[config.mk]
export PLATFORM = sky130hd
export DESIGN_NAME = alarm_status_ctrl
export DESIGN_NICKNAME = d
export VERILOG_FILES = /design/src/rtl/alarm_pkg.sv /design/src/rtl/alarm_sticky_cell.sv /design/src/rtl/alarm_sticky_bank.sv /design/src/rtl/alarm_cfg_regs.sv /design/src/rtl/alarm_report.sv /design/src/rtl/alarm_status_ctrl.sv
export SDC_FILE = /design/constraint.sdc
export NUM_CORES = 1
export LEC_CHECK = 0
export ABC_AREA = 1
export BUFFER_PORTS_ARGS = -buffer_cell sky130_fd_sc_hd__clkbuf_2
export CORE_ASPECT_RATIO = 1.1
export CORE_MARGIN = 3
export CORE_UTILIZATION = 48
export CTS_CLUSTER_SIZE = 20
export DETAILED_ROUTE_END_ITERATION = 16
export PLACE_DENSITY = 0.75
export SLEW_MARGIN = 20
export SYNTH_ARGS = -nofsm -noshare
export SYNTH_HDL_FRONTEND = slang
export SYNTH_SLANG_ARGS = --single-unit
[constraint.sdc]
create_clock -name clk_i -period 1.1 [get_ports clk_i]
set_input_delay 0.055 -clock clk_i [delete_from_list [all_inputs] [get_ports clk_i]]
set_output_delay 0.055 -clock clk_i [all_outputs]
set_load 0.03 [all_outputs]
[src/rtl/alarm_pkg.sv]
package alarm_pkg;
  typedef enum logic {
    IRQ_EDGE  = 1'b0,
    IRQ_LEVEL = 1'b1
  } irq_mode_e;
endpackage

[src/rtl/alarm_sticky_cell.sv]
module alarm_sticky_cell (
  input  logic clk_i,
  input  logic rst_ni,
  input  logic fault_i,
  input  logic go_i,
  input  logic fin_i,
  input  logic busy_i,
  input  logic crc_ok_i,
  output logic stat_o,
  output logic save_o
);
  logic pend_q;

  always_ff @(posedge clk_i or negedge rst_ni) begin
    if (!rst_ni) begin
      stat_o <= 1'b0;
      save_o <= 1'b0;
      pend_q <= 1'b0;
    end else if (go_i) begin
      save_o <= stat_o | fault_i;
      stat_o <= 1'b0;
      pend_q <= 1'b0;
    end else if (fin_i) begin
      // bad CRC restores what was reported at frame start
      stat_o <= pend_q | fault_i | (save_o & ~crc_ok_i);
    end else if (busy_i) begin
      pend_q <= pend_q | fault_i;
    end else begin
      stat_o <= stat_o | fault_i;
    end
  end
endmodule

[src/rtl/alarm_sticky_bank.sv]
module alarm_sticky_bank #(
  parameter int unsigned N_FLT = 8
) (
  input  logic             clk_i,
  input  logic             rst_ni,
  input  logic [N_FLT-1:0] fault_i,
  input  logic             rd_start_i,
  input  logic             rd_end_i,
  input  logic             crc_ok_i,
  output logic [N_FLT-1:0] status_o,
  output logic [N_FLT-1:0] rdata_o
);
  logic busy_q;
  logic rd_go, rd_fin;

  assign rd_go  = rd_start_i & ~busy_q;
  assign rd_fin = rd_end_i & busy_q;

  always_ff @(posedge clk_i or negedge rst_ni) begin
    if (!rst_ni)     busy_q <= 1'b0;
    else if (rd_go)  busy_q <= 1'b1;
    else if (rd_fin) busy_q <= 1'b0;
  end

  for (genvar i = 0; i < N_FLT; i++) begin : g_cell
    alarm_sticky_cell u_cell (
      .clk_i    (clk_i),
      .rst_ni   (rst_ni),
      .fault_i  (fault_i[i]),
      .go_i     (rd_go),
      .fin_i    (rd_fin),
      .busy_i   (busy_q),
      .crc_ok_i (crc_ok_i),
      .stat_o   (status_o[i]),
      .save_o   (rdata_o[i])
    );
  end


  sticky_hold_chk: assert property (@(posedge clk_i) disable iff (!rst_ni)
    (!busy_q && !rd_start_i) |=> ((status_o & $past(status_o)) == $past(status_o)));


  start_clear_chk: assert property (@(posedge clk_i) disable iff (!rst_ni)
    (rd_start_i && !busy_q) |=> (status_o == '0));


  end_latch_chk: assert property (@(posedge clk_i) disable iff (!rst_ni)
    (busy_q && rd_end_i) |=> ((status_o & $past(fault_i)) == $past(fault_i)));


  bad_crc_keep_chk: assert property (@(posedge clk_i) disable iff (!rst_ni)
    (busy_q && rd_end_i && !crc_ok_i) |=> ((status_o & $past(rdata_o)) == $past(rdata_o)));
endmodule

[src/rtl/alarm_cfg_regs.sv]
module alarm_cfg_regs
  import alarm_pkg::*;
#(
  parameter int unsigned N_FLT = 8
) (
  input  logic             clk_i,
  input  logic             rst_ni,
  input  logic             cfg_we_i,
  input  logic [N_FLT-1:0] cfg_mask_i,
  input  logic [N_FLT-1:0] cfg_act_i,
  input  logic             cfg_irq_lvl_i,
  output logic [N_FLT-1:0] mask_o,
  output logic [N_FLT-1:0] act_o,
  output irq_mode_e        irq_mode_o
);
  always_ff @(posedge clk_i or negedge rst_ni) begin
    if (!rst_ni) begin
      mask_o     <= '0;
      act_o      <= '0;
      irq_mode_o <= IRQ_EDGE;
    end else if (cfg_we_i) begin
      mask_o     <= cfg_mask_i;
      act_o      <= cfg_act_i;
      irq_mode_o <= cfg_irq_lvl_i ? IRQ_LEVEL : IRQ_EDGE;
    end
  end
endmodule

[src/rtl/alarm_report.sv]
module alarm_report
  import alarm_pkg::*;
#(
  parameter int unsigned N_FLT = 8
) (
  input  logic             clk_i,
  input  logic             rst_ni,
  input  logic [N_FLT-1:0] status_i,
  input  logic [N_FLT-1:0] mask_i,
  input  logic [N_FLT-1:0] act_i,
  input  irq_mode_e        irq_mode_i,
  input  logic             frame_start_i,
  output logic             alarm_req_o,
  output logic             alarm_no,
  output logic             irq_o
);
  logic [N_FLT-1:0] unm, unm_q;

  assign unm = status_i & ~mask_i;

  always_ff @(posedge clk_i or negedge rst_ni) begin
    if (!rst_ni) begin
      unm_q       <= '0;
      alarm_req_o <= 1'b0;
      alarm_no    <= 1'b1;
      irq_o       <= 1'b0;
    end else begin
      unm_q    <= unm;
      alarm_no <= ~|(unm & act_i);
      if (frame_start_i) alarm_req_o <= |unm;
      if (irq_mode_i == IRQ_LEVEL) irq_o <= |unm;
      else                         irq_o <= |(unm & ~unm_q);
    end
  end


  req_hold_chk: assert property (@(posedge clk_i) disable iff (!rst_ni)
    !frame_start_i |=> $stable(alarm_req_o));


  pin_unmasked_chk: assert property (@(posedge clk_i) disable iff (!rst_ni)
    !alarm_no |-> $past(|(status_i & ~mask_i)));
endmodule

[src/rtl/alarm_status_ctrl.sv]
module alarm_status_ctrl
  import alarm_pkg::*;
#(
  parameter int unsigned N_FLT = 8
) (
  input  logic             clk_i,
  input  logic             rst_ni,
  input  logic [N_FLT-1:0] fault_i,
  input  logic             frame_start_i,
  input  logic             rd_start_i,
  input  logic             rd_end_i,
  input  logic             crc_ok_i,
  input  logic             cfg_we_i,
  input  logic [N_FLT-1:0] cfg_mask_i,
  input  logic [N_FLT-1:0] cfg_act_i,
  input  logic             cfg_irq_lvl_i,
  output logic [N_FLT-1:0] status_o,
  output logic [N_FLT-1:0] rdata_o,
  output logic             alarm_req_o,
  output logic             alarm_no,
  output logic             irq_o
);
  logic [N_FLT-1:0] mask, act;
  irq_mode_e        irq_mode;

  alarm_sticky_bank #(.N_FLT(N_FLT)) u_bank (
    .clk_i      (clk_i),
    .rst_ni     (rst_ni),
    .fault_i    (fault_i),
    .rd_start_i (rd_start_i),
    .rd_end_i   (rd_end_i),
    .crc_ok_i   (crc_ok_i),
    .status_o   (status_o),
    .rdata_o    (rdata_o)
  );

  alarm_cfg_regs #(.N_FLT(N_FLT)) u_cfg (
    .clk_i         (clk_i),
    .rst_ni        (rst_ni),
    .cfg_we_i      (cfg_we_i),
    .cfg_mask_i    (cfg_mask_i),
    .cfg_act_i     (cfg_act_i),
    .cfg_irq_lvl_i (cfg_irq_lvl_i),
    .mask_o        (mask),
    .act_o         (act),
    .irq_mode_o    (irq_mode)
  );

  alarm_report #(.N_FLT(N_FLT)) u_rep (
    .clk_i         (clk_i),
    .rst_ni        (rst_ni),
    .status_i      (status_o),
    .mask_i        (mask),
    .act_i         (act),
    .irq_mode_i    (irq_mode),
    .frame_start_i (frame_start_i),
    .alarm_req_o   (alarm_req_o),
    .alarm_no      (alarm_no),
    .irq_o         (irq_o)
  );
endmodule

Word level (Yosys, flattened, before mapping):

Cells that the tools add are included.

* reductions and logical operators: 7
* muxes and demuxes: 52
* bitwise gates (word level): 41
* equality and inequality tests: 2

Operator list (count)
* $mux 1: 52
* $and 8x8->8: 3
* $or 1x1->1: 24
* $reduce_or 8->1: 3
* $not 8->8: 2
* $and 1x1->1: 10
* $reduce_bool 2->1: 2
* $ne 3x3->1 const B: 1
* $ne 2x2->1 const B: 1
* $not 1->1: 2
* $reduce_and 2->1: 1
* $logic_not 1->1: 1

* flip-flop bits (word level): 53
* word-level logic and storage cells: 134

Logic depth before layout (Yosys ltp):

* depth after elaboration: 5
* gate-level depth with buffers: 8
* mapped depth without buffers: 8

By module:

Synthesis repeated with hierarchy kept, for this count alone.

* cells, all modules: 337
* area, all modules: 2590.0 µm²

Modules (own cells, without submodules)
* alarm_sticky_cell: cells an instance 22, sequential area each 75.1 µm², times used 8, area each 160.2 µm²
* alarm_cfg_regs: cells an instance 72, sequential area each 425.4 µm², times used 1, area each 680.7 µm²
* alarm_report: cells an instance 80, sequential area each 276.5 µm², times used 1, area each 568.0 µm²
* alarm_sticky_bank: cells an instance 9, sequential area each 25.0 µm², times used 1, area each 60.1 µm²

Least setup slack after synthesis:

No wires, ideal clock.

* kind: register -> register
* start: register u_bank.busy_q
* end: register u_bank.g_cell[4].u_cell.stat_o
* setup time: 0.126 ns
* cell stages (with the launch flop): 7
* arrival: 0.903 ns
* path slack: 0.070 ns
* cells stage by stage: dfrtp_1 > nand2_2 > nand2_1 > nand2_2 > clkinv_2 > nand3_1 > o21ai_0

* longest elaborated chain between the ends: 3
* elaborated cells between the ends (all ways): 6
* classes of those cells: eq/ne: 1; mux: 2; bitwise: 3

RTL lines
* from (decl): RTL line alarm_sticky_bank.sv:13 `logic busy_q;`
* from (signal assigned): RTL line alarm_sticky_bank.sv:20 `if (!rst_ni) busy_q <= 1'b0;`
* from (signal assigned): RTL line alarm_sticky_bank.sv:21 `else if (rd_go) busy_q <= 1'b1;`
* from (signal assigned): RTL line alarm_sticky_bank.sv:22 `else if (rd_fin) busy_q <= 1'b0;`
* $not 1->1 or $and 1x1->1 (tied branches): RTL line alarm_sticky_bank.sv:16, alarm_sticky_bank.sv:17
* $and 1x1->1 or $mux 1 (tied branches): RTL line alarm_sticky_bank.sv:16, alarm_sticky_cell.sv:23
* $ne 3x3->1 (no source line) or $mux 1 (tied branches)
* to (signal assigned): RTL line alarm_sticky_cell.sv:25 `stat_o <= pend_q | fault_i | (save_o & ~crc_ok_i);`
* to (signal assigned): RTL line alarm_sticky_cell.sv:29 `stat_o <= stat_o | fault_i;`
* to (decl): RTL line alarm_sticky_cell.sv:9 `output logic stat_o,`

Parallel ways exist; a longest one is shown, timed or not.
A chain may end at the register's enable or synchronous reset.

Worst setup path after layout:

* start: register u_bank.busy_q
* end: register u_bank.g_cell[2].u_cell.stat_o

* longest elaborated chain between the ends: 3
* elaborated cells between the ends (all ways): 6
* classes of those cells: eq/ne: 1; mux: 2; bitwise: 3

RTL lines (RTL line)
* $not 1->1 or $and 1x1->1 (tied branches): alarm_sticky_bank.sv:16, alarm_sticky_bank.sv:17
* $and 1x1->1 or $mux 1 (tied branches): alarm_sticky_bank.sv:16, alarm_sticky_cell.sv:23
* $ne 3x3->1 (no source line) or $mux 1 (tied branches)
* to (signal assigned): alarm_sticky_cell.sv:25
* to (signal assigned): alarm_sticky_cell.sv:29
* to (decl): alarm_sticky_cell.sv:9

Parallel ways exist; a longest one is shown, timed or not.

==> results.rst <==
.. list-table::
   :header-rows: 1

   * - Metric
     - Value
   * - Count of endpoints failing setup in the final report
     - 1
   * - Fraction of power consumed by sequential logic
     - 41.4%
   * - Main flop type after synthesis
     - sky130_fd_sc_hd__dfrtp_1
   * - Crit path top cell by count
     - sky130_fd_sc_hd__nand2_2
   * - Core area
     - 4720 µm²
   * - Drt total wl
     - 5.12 mm
   * - Number of instances in the synthesized netlist
     - 275
   * - Endpoint of the worst hold-timing path
     - u_bank.g_cell[2].u_cell.pend_q$_DFFE_PN0P_
   * - Vias per Instance
     - 4.80
   * - Die Area
     - 5850 µm²
   * - Nets
     - 372
   * - Dominant combinational cell family by area after synthesis
     - simple AND/OR/NAND/NOR gates
   * - Number of buffers added by the clock tree synthesis step
     - 5
   * - Post-detailed-placement half-perimeter wirelength
     - 3.56 mm
   * - Area overhead of the layout relative to synthesis
     - 25.4%
   * - Number of max-cap violations
     - 0
   * - Hold slack
     - 0.0455 ns
   * - Reg2Reg Depth
     - 6
   * - Number of filler cells placed in the layout
     - 382
   * - First-pass GRT wire length
     - 8.55 mm
   * - WS Path Type
     - register to register
   * - CP max FO
     - 8
   * - DR pass1 iterations
     - 4
   * - Leakage Power
     - 0.00153 µW
   * - PortBufs
     - 50
   * - Clock network latency to the later pin of the worst-skew pair
     - 0.30 ns
   * - Die extent in y
     - 79.9 µm
   * - Setup TNS
     - -0.00948 ns
   * - Average footprint of a synthesized cell
     - 8.67 µm²
   * - Violated checks
     - negative setup slack
   * - Post-synth ARST share
     - 100%
   * - Clock input transition at the sequential cells of the worst setup and hold paths
     - 0.09 ns
   * - Post-Synth Simple-Gate Area
     - 22.0%
   * - Dominant cells by area after synthesis
     - sky130_fd_sc_hd__dfrtp_1, sky130_fd_sc_hd__nand2_1, sky130_fd_sc_hd__o21ai_0, sky130_fd_sc_hd__buf_4, sky130_fd_sc_hd__nand3_1
   * - Delay-heaviest family, CP
     - flip-flops
   * - Fraction of layout instances using a drive strength above 1
     - 27.6%
   * - Clock period minus worst slack
     - 1.11 ns
   * - Adder-cell share of the synthesized area
     - 0%
   * - Total inserted antenna cells
     - 0
   * - CTS H-tree depth
     - 2
   * - Flops & latches, synth
     - 53
   * - Portion of total power attributed to combinational logic
     - 43.8%
   * - Unique masters post-synth
     - 19
   * - Clk pwr share
     - 14.8%
   * - Leading cell types by count after synthesis
     - sky130_fd_sc_hd__nand2_1, sky130_fd_sc_hd__dfrtp_1, sky130_fd_sc_hd__inv_1
   * - Remaining global-route overflow
     - 0
   * - Top-level port count
     - 51
   * - Switching part of the total power
     - 42.3%
   * - Antenna Nets Post-Route
     - 0
   * - NetSw
     - 3200 µW
   * - Overall die width
     - 73.2 µm
   * - Count of warnings emitted by yosys
     - 0
   * - Slew HR
     - 76.3%
   * - CP required
     - 1.29 ns
   * - Hold path cells
     - 3
   * - Max Clock Skew
     - 0.00614 ns
   * - Capturing point of the worst reg2reg path
     - u_bank.g_cell[2].u_cell.stat_o$_DFFE_PN0P_
   * - Worst reg2reg path startpoint
     - u_bank.busy_q$_DFFE_PN0P_
   * - Slowest library cell on the worst path
     - sky130_fd_sc_hd__dfrtp_1
   * - Internal reg-to-reg setup slack
     - -0.009 ns
   * - Delay of the slowest critical-path stage
     - 0.43 ns
   * - Max Root-Sink Buffers
     - 2
   * - Routed wire per std cell
     - 12.9 µm
   * - Internal power consumption
     - 4360 µW
   * - Fraction of synthesized area in multiplexers
     - 2.83%
   * - Startpoint of the tightest hold check path
     - fault_i[2]
   * - Initial DRC Count
     - 198
   * - DRC violation count after routing
     - 0
   * - Final weighted congestion in routability-driven placement
     - 0.786
   * - Worst slew pin tran
     - 0.356 ns
   * - Worst path bufs/invs
     - 1
   * - Critical Path Start Type
     - register
   * - Via count of the first global-routing pass
     - 1869
   * - Sequential area share after synthesis
     - 55.7%
   * - Power per cell area
     - 2530 nW/µm²
   * - Cells along the critical path
     - nand2_2 > nand2_1 > nand2_2 > clkinv_4 > nand3_1 > o21ai_0
   * - Library cell with the highest instance count after synthesis
     - sky130_fd_sc_hd__nand2_1
   * - Min-Delay Path Class
     - input port to register
   * - Number of enable flip-flop cells after synthesis
     - 0
   * - Max-slew violation total from the final report
     - 0
   * - Total nets after synthesis
     - 307
   * - Final Hold Vio Count
     - 0
   * - TritonCTS clock tree
     - yes
   * - Max Clk Rate
     - 901 MHz
   * - Proportion of netlist area held by the largest area contributor
     - 54.6%
   * - Worst setup margin
     - -0.00948 ns
   * - Outcome
     - finished with violations
   * - Initial antenna violation count
     - 0
   * - CTS sink count
     - 53
   * - Starting density of the core
     - 50.5%
   * - Synth Area in Compound Gates
     - 7.82%
   * - Leading area contributor after synthesis
     - sky130_fd_sc_hd__dfrtp_1
   * - Standard-cell rows
     - 26
   * - CTS Root Buffer Type
     - sky130_fd_sc_hd__clkbuf_8
   * - Largest net degree at the start of global routing
     - 54
   * - Setup repair after global routing missed its margin
     - yes
   * - Share of the clock period used by the worst path
     - 101%
   * - Via count
     - 1904
   * - Pre-CTS WS
     - -0.0281 ns
   * - Global-route usage over all layers
     - 19.0%
   * - Fraction of synthesized cell area in xor and xnor cells
     - 0%
   * - Critical path capture point type
     - register
   * - Peak supply drop
     - 1140 µV
   * - Post-Syn Area
     - 2380 µm²
   * - Data arrival at the endpoint of the critical path
     - 1.30 ns
[cell usage in the layout (no fill, tap or decap), drive strengths merged]
cell type | Yosys | layout
a21oi | 7 | 7
nand3b | 4 | 4
clkinvlp | 0 | 1
buf | 22 | 16
clkinv | 1 | 1
nand2 | 72 | 72
clkbuf | 1 | 54
o22ai | 1 | 1
dlygate4sd3 | 0 | 19
o21ai | 29 | 29
dfstp | 1 | 1
dfrtp | 52 | 52
nor2 | 26 | 26
mux2 | 6 | 6
inv | 29 | 28
nand3 | 23 | 23
nor3 | 1 | 1
[stage by stage]
stage	instance area [µm²]	total power [µW]	util (%)	cells
2_1_floorplan	2380	5540	-	275
4_1_cts	2910	7350	61.8	393
3_5_place_dp	2610	6100	55.4	366
5_1_grt	2990	8120	63.4	397
3_3_place_gp	2610	6020	55.4	366
6_report	2990	7560	63.4	397
[cell type report]
class | count | area (µm²) | share of cell area [%]
clock buffers | 8 | 90.1 | 3.01
inverters | 30 | 121 | 4.06
multi-input cells | 169 | 817 | 27.3
repair buffers | 81 | 563 | 18.8
well taps | 56 | 70.1 | 2.34
flip-flops and latches | 53 | 1330 | 44.4
[state kept, by name, indices dropped and copies added, names as in the netlist]
name / count
u_bank.g_cell.u_cell.pend_q: 8
u_bank.g_cell.u_cell.save_o: 8
u_bank.g_cell.u_cell.stat_o: 8
u_cfg.act_o: 8
u_cfg.mask_o: 8
u_rep.unm_q: 8
u_bank.busy_q: 1
u_cfg.irq_mode_o: 1
u_rep.alarm_no: 1
u_rep.alarm_req_o: 1
u_rep.irq_o: 1
[repair_timing]
| action | 4_1_cts | 5_1_grt |
|---|---|---|
| endpoints found under the hold margin | 70 | 0 |
| setup endpoints to repair | 6 | 19 |
| hold buffers | 19 | 0 |
| resized for setup | 6 | 20 |
| buffers inserted | 0 | 4 |
| pin swaps | 0 | 9 |
[power by group through the flow]
stage	combinational, µW	clock (µW)	sequential (µW)
6_report	3310	1120	3130
5_1_grt	3700	1210	3210
4_1_cts	3090	1150	3110
3_5_place_dp	2960	0	3140
3_3_place_gp	2890	0	3130
2_1_floorplan	2450	0	3090
[how the worst max path moves through the flow]
stage                                                     from                                    endpoint  depth (start not counted)
floorplan                            u_bank.busy_q$_DFFE_PN0P_  u_bank.g_cell[4].u_cell.stat_o$_DFFE_PN0P_                          6
global placement    u_bank.g_cell[6].u_cell.stat_o$_DFFE_PN0P_                       u_rep.irq_o$_DFF_PN0_                          8
detailed placement  u_bank.g_cell[6].u_cell.stat_o$_DFFE_PN0P_               u_rep.alarm_req_o$_DFFE_PN0P_                          8
CTS                                  u_bank.busy_q$_DFFE_PN0P_  u_bank.g_cell[4].u_cell.stat_o$_DFFE_PN0P_                          5
global route                         u_bank.busy_q$_DFFE_PN0P_  u_bank.g_cell[2].u_cell.stat_o$_DFFE_PN0P_                          5
finish                               u_bank.busy_q$_DFFE_PN0P_  u_bank.g_cell[2].u_cell.stat_o$_DFFE_PN0P_                          6
[kinds of logic after synthesis]
family / Yosys count
multiplexers: 6
AO/OA/AOI/OAI: 37
buffers and inverters: 53
AND/OR/NAND/NOR: 126
flip-flops: 53
[worst min-delay path, delay by kind of cell]
family | cells | cell delay [ns]
compound gates | 1 | 0.11
buf+inv | 1 | 0.09
simple gates | 1 | 0.05
[layer usage]
metal,track usage (%),up-vias,share of wire (%)
met2,30.6,62,47
met4,4.98,0,1.2
met5,0,-,0
met3,5.16,6,7.0
met1,25.1,848,45
li1,-,988,-
No activity file was read; power rests on OpenSTA's default activity.
